--- src/rtl/regbank_pkg.sv ---
package regbank_pkg;
  localparam int REG_CNT      = 64;
  localparam int BYTE_W       = 8;
  localparam logic [7:0] PAGE_ADDR = 8'hFF;
  localparam int PAGE_BANK_BIT = 2;
  localparam int SHR_RST_ADDR = 4;
  localparam int SHR_RST_BIT  = 6;
  localparam int CH_RST_ADDR  = 0;
  localparam int CH_RST_BIT   = 2;

  // Power-on contents of the shared bank: index shifted up, xor pattern.
  function automatic logic [REG_CNT*BYTE_W-1:0] shared_defaults();
    logic [REG_CNT*BYTE_W-1:0] v;
    logic [7:0] b;
    v = '0;
    for (int i = 0; i < REG_CNT; i++) begin
      b = {i[5:0], 2'b01} ^ 8'hA0;
      if (i == SHR_RST_ADDR) b[SHR_RST_BIT] = 1'b0;
      v[i*BYTE_W +: BYTE_W] = b;
    end
    return v;
  endfunction

  // Power-on contents of each channel bank: linear ramp.
  function automatic logic [REG_CNT*BYTE_W-1:0] chan_defaults();
    logic [REG_CNT*BYTE_W-1:0] v;
    logic [7:0] b;
    v = '0;
    for (int i = 0; i < REG_CNT; i++) begin
      b = 8'(i * 7 + 19);
      if (i == CH_RST_ADDR) b[CH_RST_BIT] = 1'b0;
      v[i*BYTE_W +: BYTE_W] = b;
    end
    return v;
  endfunction
endpackage

--- src/rtl/page_select_reg.sv ---
module page_select_reg #(
  parameter int DW   = 8,
  parameter int CH_W = 2
) (
  input  logic          clk,
  input  logic          rst_n,
  input  logic          wr_en,
  input  logic [DW-1:0] wdata,
  output logic          chan_en,
  output logic [CH_W-1:0] chan_sel,
  output logic [DW-1:0] rdata
);
  localparam int BANK_BIT = regbank_pkg::PAGE_BANK_BIT;

  always_ff @(posedge clk or negedge rst_n) begin
    if (!rst_n) begin
      chan_en  <= 1'b0;
      chan_sel <= '0;
    end else if (wr_en) begin
      chan_en  <= wdata[BANK_BIT];
      chan_sel <= wdata[CH_W-1:0];
    end
  end

  always_comb begin
    rdata = '0;
    rdata[BANK_BIT] = chan_en;
    rdata[CH_W-1:0] = chan_sel;
  end
endmodule

--- src/rtl/page_addr_decode.sv ---
module page_addr_decode #(
  parameter int AW     = 8,
  parameter int NREGS  = 64,
  parameter int NUM_CH = 4,
  localparam int OFS_W = $clog2(NREGS),
  localparam int CH_W  = $clog2(NUM_CH)
) (
  input  logic [AW-1:0]    addr,
  input  logic             chan_en,
  input  logic [CH_W-1:0]  chan_sel,
  output logic             hit_page,
  output logic             hit_shared,
  output logic [NUM_CH-1:0] hit_chan,
  output logic [OFS_W-1:0] offset
);
  logic in_bank;

  assign hit_page   = (addr == regbank_pkg::PAGE_ADDR);
  assign in_bank    = (int'(addr) < NREGS);
  assign hit_shared = in_bank && !chan_en;
  assign offset     = addr[OFS_W-1:0];

  for (genvar g = 0; g < NUM_CH; g++) begin : g_hit
    assign hit_chan[g] = in_bank && chan_en && (chan_sel == CH_W'(g));
  end
endmodule

--- src/rtl/soft_reg_bank.sv ---
module soft_reg_bank #(
  parameter int NREGS    = 64,
  parameter int DW       = 8,
  parameter int RST_ADDR = 0,
  parameter int RST_BIT  = 0,
  parameter logic [NREGS*DW-1:0] DEFAULTS = '0,
  localparam int AW = $clog2(NREGS)
) (
  input  logic          clk,
  input  logic          rst_n,
  input  logic          wr_en,
  input  logic [AW-1:0] addr,
  input  logic [DW-1:0] wdata,
  output logic [DW-1:0] rdata,
  output logic          rst_pend
);
  localparam logic [DW-1:0] RST_MASK = DW'(1) << RST_BIT;
  localparam logic [AW-1:0] RST_IDX  = AW'(RST_ADDR);

  logic [DW-1:0] mem [NREGS];
  logic          hit_rst;

  assign hit_rst = (addr == RST_IDX);

  always_ff @(posedge clk or negedge rst_n) begin
    if (!rst_n) begin
      for (int i = 0; i < NREGS; i++) mem[i] <= DEFAULTS[i*DW +: DW];
      rst_pend <= 1'b0;
    end else if (rst_pend) begin
      for (int i = 0; i < NREGS; i++) mem[i] <= DEFAULTS[i*DW +: DW];
      rst_pend <= 1'b0;
    end else if (wr_en) begin
      mem[addr] <= hit_rst ? (wdata & ~RST_MASK) : wdata;
      rst_pend  <= hit_rst && wdata[RST_BIT];
    end
  end

  always_comb begin
    rdata = mem[addr];
    if (hit_rst) rdata = (mem[addr] & ~RST_MASK) | (rst_pend ? RST_MASK : '0);
  end
endmodule

--- src/rtl/paged_regfile.sv ---
module paged_regfile #(
  parameter int NUM_CH = 4,
  parameter int NREGS  = regbank_pkg::REG_CNT,
  parameter int DW     = 8,
  parameter int AW     = 8,
  parameter logic [NREGS*DW-1:0] SHR_DEFAULTS = regbank_pkg::shared_defaults(),
  parameter logic [NREGS*DW-1:0] CH_DEFAULTS  = regbank_pkg::chan_defaults()
) (
  input  logic          clk,
  input  logic          rst_n,
  input  logic [AW-1:0] reg_addr,
  input  logic          reg_wr,
  input  logic [DW-1:0] reg_wdata,
  output logic [DW-1:0] reg_rdata
);
  localparam int CH_W  = $clog2(NUM_CH);
  localparam int OFS_W = $clog2(NREGS);

  logic              page_chan_en;
  logic [CH_W-1:0]   page_chan;
  logic [DW-1:0]     page_rdata;
  logic [2:0]        page_q;
  logic              hit_page, hit_shared;
  logic [NUM_CH-1:0] hit_chan;
  logic [OFS_W-1:0]  offset;
  logic [DW-1:0]     shr_rdata;
  logic [DW-1:0]     ch_rdata [NUM_CH];
  logic              shr_soft_rst;
  logic [NUM_CH-1:0] ch_soft_rst;

  page_select_reg #(.DW(DW), .CH_W(CH_W)) u_page (
    .clk(clk), .rst_n(rst_n), .wr_en(reg_wr && hit_page), .wdata(reg_wdata),
    .chan_en(page_chan_en), .chan_sel(page_chan), .rdata(page_rdata)
  );

  assign page_q = page_rdata[2:0];

  page_addr_decode #(.AW(AW), .NREGS(NREGS), .NUM_CH(NUM_CH)) u_dec (
    .addr(reg_addr), .chan_en(page_chan_en), .chan_sel(page_chan),
    .hit_page(hit_page), .hit_shared(hit_shared), .hit_chan(hit_chan), .offset(offset)
  );

  soft_reg_bank #(
    .NREGS(NREGS), .DW(DW), .RST_ADDR(regbank_pkg::SHR_RST_ADDR),
    .RST_BIT(regbank_pkg::SHR_RST_BIT), .DEFAULTS(SHR_DEFAULTS)
  ) u_shared (
    .clk(clk), .rst_n(rst_n), .wr_en(reg_wr && hit_shared), .addr(offset),
    .wdata(reg_wdata), .rdata(shr_rdata), .rst_pend(shr_soft_rst)
  );

  for (genvar g = 0; g < NUM_CH; g++) begin : g_chan
    soft_reg_bank #(
      .NREGS(NREGS), .DW(DW), .RST_ADDR(regbank_pkg::CH_RST_ADDR),
      .RST_BIT(regbank_pkg::CH_RST_BIT), .DEFAULTS(CH_DEFAULTS)
    ) u_bank (
      .clk(clk), .rst_n(rst_n), .wr_en(reg_wr && hit_chan[g]), .addr(offset),
      .wdata(reg_wdata), .rdata(ch_rdata[g]), .rst_pend(ch_soft_rst[g])
    );
  end

  always_comb begin
    reg_rdata = '0;
    if (hit_page)        reg_rdata = page_rdata;
    else if (hit_shared) reg_rdata = shr_rdata;
    else begin
      for (int i = 0; i < NUM_CH; i++)
        if (hit_chan[i]) reg_rdata = ch_rdata[i];
    end
  end
endmodule

--- config.mk ---
export PLATFORM = sky130hd
export DESIGN_NAME = paged_regfile
export DESIGN_NICKNAME = d
export VERILOG_FILES = /design/src/rtl/regbank_pkg.sv /design/src/rtl/page_select_reg.sv /design/src/rtl/page_addr_decode.sv /design/src/rtl/soft_reg_bank.sv /design/src/rtl/paged_regfile.sv
export SDC_FILE = /design/constraint.sdc
export NUM_CORES = 2
export LEC_CHECK = 0
export BUFFER_PORTS_ARGS = -buffer_cell sky130_fd_sc_hd__buf_2
export CAP_MARGIN = 20
export CELL_PAD_IN_SITES_DETAIL_PLACEMENT = 1
export CELL_PAD_IN_SITES_GLOBAL_PLACEMENT = 2
export CORE_ASPECT_RATIO = 1.25
export CORE_MARGIN = 2
export CORE_UTILIZATION = 38
export CTS_BUF_LIST = sky130_fd_sc_hd__clkbuf_8
export CTS_CLUSTER_DIAMETER = 30
export DETAILED_ROUTE_END_ITERATION = 10
export PLACE_DENSITY_LB_ADDON = 0.1
export SLEW_MARGIN = 20
export SYNTH_ARGS = -nofsm -noshare
export SYNTH_HDL_FRONTEND = slang
export SYNTH_SLANG_ARGS = --single-unit
--- constraint.sdc ---
create_clock -name clk -period 2.19 [get_ports clk]
set_input_delay 0 -clock clk [delete_from_list [all_inputs] [get_ports clk]]
set_output_delay 0 -clock clk [all_outputs]
set_load 0.1 [all_outputs]
==> flow_metrics.tcl <==
set metrics [dict create \
    h-tree-depth 6 \
    via_per_instance_ratio 6.15 \
    r2r_end "g_chan[1].u_bank.mem[336]" \
    internal_power_uw 91900 \
    peakVddDrop_uv 666 \
    nNetsFinal 15900 \
    period_needed_ns 4.37 \
    timing.max_cap.violations 0 \
    design_power_total_uw 126000 \
    grt_max_degree 235 \
    io-pin-count 27 \
    total_wire_length_after_detailed_routing_mm 742 \
    die_area_um2 333000 \
    critical_path.reg2reg.startpoint "u_page.chan_sel[1]" \
    whs_path_depth 6 \
    violations_in_the_final_reports "setup timing" \
    crit_arrival_ns 4.37 \
    status "finished, violations left" \
    utilization 0.511 \
    final_antenna_net_count 0 \
    synth_cell_types 73 \
    timing.final.hold_violations 0 \
    cts_tree "built" \
    grt_usage 0.436 \
    timing.critical_path.mode_cell "a221o_1" \
    sinks_on_clock_net 2563 \
    gp_congestion 1.01 \
    yosys_register_bits 2563 \
    fmax_ghz 0.229 \
    hold_slack_ns 0.0592 \
    dieHeight_um 645 \
    drt_pre_antenna_iters 8 \
    timing.critical_path.cells "mux2_2 > a221o_1 > a222oi_1 > o22ai_2 > a221o_1 > nor4_4 > buf_4 > o41a_1 > o21ai_4 > buf_12" \
    cellPowerDensity_nw_per_um2 753 \
    place_hpwl_mm 524 \
    number_of_drc_violations_after_detailed_routing 0 \
    cts_buffer_depth 4 \
    std_cell_rows 235 \
    fraction_of_registers_with_async_set_or_reset_after_synthesis 1.00 \
    most_common_flop_cell_mapped_by_yosys "dfrtp_1" \
    min_delay_worst_endpoint "g_chan[3].u_bank.rst_pend" \
    routedWlPerCell_um 35.6 \
    critical_path_class "reg -> out" \
    avgSynthCellArea_um2 8.94 \
    grt_pass1_wl_mm 1030 \
    hold_class "in -> reg" \
    clock_tree.root_cell "clkbuf_8" \
    synth-edff-count 0 \
    grt.overflow.total 0 \
    post_route_worst_setup_slack_ns -2.18 \
    worstRegToRegCells 18 \
    critPathCaptureType "output port" \
    fin_skew_ns 0.0651 \
    synthesis.instances 14000 \
    crit_buf_inv 2 \
    power.net_switching_uw 34100 \
    insertion_delay_ns 1.31 \
    power.combinational.fraction 0.086 \
    cts_inserted_buffers 614 \
    io_buffer_count 26 \
    critical_path_peak_fanout 2 \
    final_period_util 1.99 \
    drv_slew 0 \
    post_route_cells_drive_above_1_share 0.321 \
    max_stage_delay_ns 0.41 \
    grt_antenna_before_repair 60 \
    p_sw_frac 0.271 \
    mapped_nets 14000 \
    worst_setup_path_start_kind "flip-flop" \
    sequentialPowerShare 0.389 \
    synth.yosys.seq_area_share 0.527 \
    worst_setup_hold_path_clk_slew_ns 0.05 \
    num-fill-cells 36700 \
    detail_route.iter0.violations 14100 \
    syn2layout_area_growth_pct 34.1 \
    dr_vias 128000 \
    ys_warn_count 0 \
    initial_core_utilization 0.381 \
    min_from "reg_wr" \
    crit_family "compound AO/OA/AOI/OAI gates" \
    mappedNetlistArea_um2 125000 \
    reg2reg_setup_slack_ns -0.62 \
    placed_cells_incl_taps 19600 \
    cp_data_required_time_ns 2.19 \
    timing.slew.headroom 0.226 \
    die_x_um 516 \
    share_clk_of_total_power 0.525 \
    grt_pass1_vias 133000 \
    crit_path_top_delay_cell "a222oi_1" \
    placeableCoreArea_um2 327000 \
    grt_setup_unrepaired "yes" \
    p_leak_uw 0.0728 \
    post_layout_nonfiller_instances 20800 \
    setup-violations-final 1620 \
    tightestPinTransition_ns 1.16 \
]
==> worst min-delay path: stages <==
cell and delay [ns]:
dlygate4sd3_1 0.53, buf_2 0.14, buf_12 0.16, nand2_8 0.17, buf_6 0.17, nor3_1 0.06
==> final cells by class <==
type	instances	area (um^2)	area share
inverter	5	30.0	0.000180
antenna	32	80.1	0.000479
clock inverter	395	3950	0.0236
sequential	2563	65700	0.393
timing repair buffer	2357	24800	0.148
multi-input combinational	10400	56900	0.340
tap	4384	5490	0.0328
clock buffer	747	10300	0.0615
==> power by group through the flow <==
stage	sequential [uW]	combinational, uW	clock [uW]
after detailed placement	49700	10100	0
after CTS	49000	10400	66700
after floorplan	49500	3470	0
after global routing	49000	10900	69000
final	49000	10800	66200
after global placement	49700	9980	0
==> worst max path at each step <==
stage                                   start      endpoint  slack [ns]  depth (start not counted)
global route         g_chan[2].u_bank.mem[34]  reg_rdata[2]       -2.19                          9
detailed placement                reg_addr[2]  reg_rdata[1]       -2.42                         14
floorplan                         reg_addr[1]  reg_rdata[5]       -0.15                         12
CTS                 g_chan[2].u_bank.mem[385]  reg_rdata[1]       -2.18                          9
global placement                  reg_addr[2]  reg_rdata[2]       -2.54                         15
finish               g_chan[1].u_bank.mem[32]  reg_rdata[0]       -2.18                         10
==> Yosys cell counts (26+ instances only) <==
cell / count / area share
buf_1: 58 / 0.0017
a221oi_1: 167 / 0.012
mux2_2: 170 / 0.015
nand2_1: 4916 / 0.15
o22ai_1: 371 / 0.019
o221ai_1: 85 / 0.0060
nor4_1: 48 / 0.0024
buf_4: 50 / 0.0030
o21ai_0: 112 / 0.0045
a22oi_1: 201 / 0.012
dfrtp_1: 1303 / 0.26
nor2_1: 779 / 0.023
a221o_1: 37 / 0.0030
clkbuf_1: 723 / 0.022
a21oi_1: 1421 / 0.057
nand3b_1: 994 / 0.060
nor2b_1: 93 / 0.0047
o22a_1: 41 / 0.0029
mux4_2: 50 / 0.0090
a211o_1: 250 / 0.018
mux2i_1: 187 / 0.015
a22o_1: 68 / 0.0048
buf_2: 179 / 0.0072
a31oi_1: 77 / 0.0039
o21bai_1: 26 / 0.0016
nor3_1: 34 / 0.0014
dfstp_2: 1260 / 0.27
==> cell families (layout without fill, tap and decap cells) <==
kind of cell    Yosys count  after routing  share of synthesized area
simple gates           6956           6956                      0.245
compound gates         2993           2993                      0.153
flops                  2563           2563                      0.527
buf+inv                1037           3504                     0.0358
mux                     411            411                     0.0398
other cells               0             32                          0
==> placed cells by master (no fill, tap or decap), drive strengths merged, types with 250 or more instances in the layout <==
cell    Yosys  routed
a211o     250     250
nand2    4916    4916
buf       309    2325
dfrtp    1303    1303
nor2      785     785
dfstp    1260    1260
clkbuf    723     754
o22ai     371     371
nand3b    994     994
a21oi    1421    1421
==> state kept, by name, summed over array words and instances, names as in the netlist <==
register	cells
g_chan.u_bank.rst_pend	4
u_page.chan_en	1
u_page.chan_sel	2
g_chan.u_bank.mem	2044
u_shared.mem	511
u_shared.rst_pend	1
==> metal layers <==
| metal | routed length (um) | global-route usage | share of wire |
|---|---|---|---|
| met1 | 280000 | 0.537 | 0.38 |
| met2 | 319000 | 0.642 | 0.43 |
| met3 | 69700 | 0.110 | 0.094 |
| met4 | 73000 | 0.360 | 0.098 |
| met5 | 306 | 0 | 0.00041 |
==> timing repair <==
action | 4_1_cts | 5_1_grt
cloned | 5 | 10
hold buffers | 33 | 0
endpoints found under the hold margin | 5126 | 0
setup buffers | 18 | 21
endpoints found under the setup margin | 1793 | 1761
pin swaps | 61 | 62
gates resized for setup | 272 | 298
==> through the flow <==
stage,instance area (um^2),setup TNS [ns],worst slack [ns]
after floorplan,125000,-3.51,-0.152
after global placement,150000,-962.19,-2.54
after detailed placement,150000,-1045.57,-2.42
after CTS,166000,-104.32,-2.18
after global routing,167000,-398.75,-2.19
final,167000,-342.91,-2.18
Note: power is estimated with default switching activity, not from simulation.
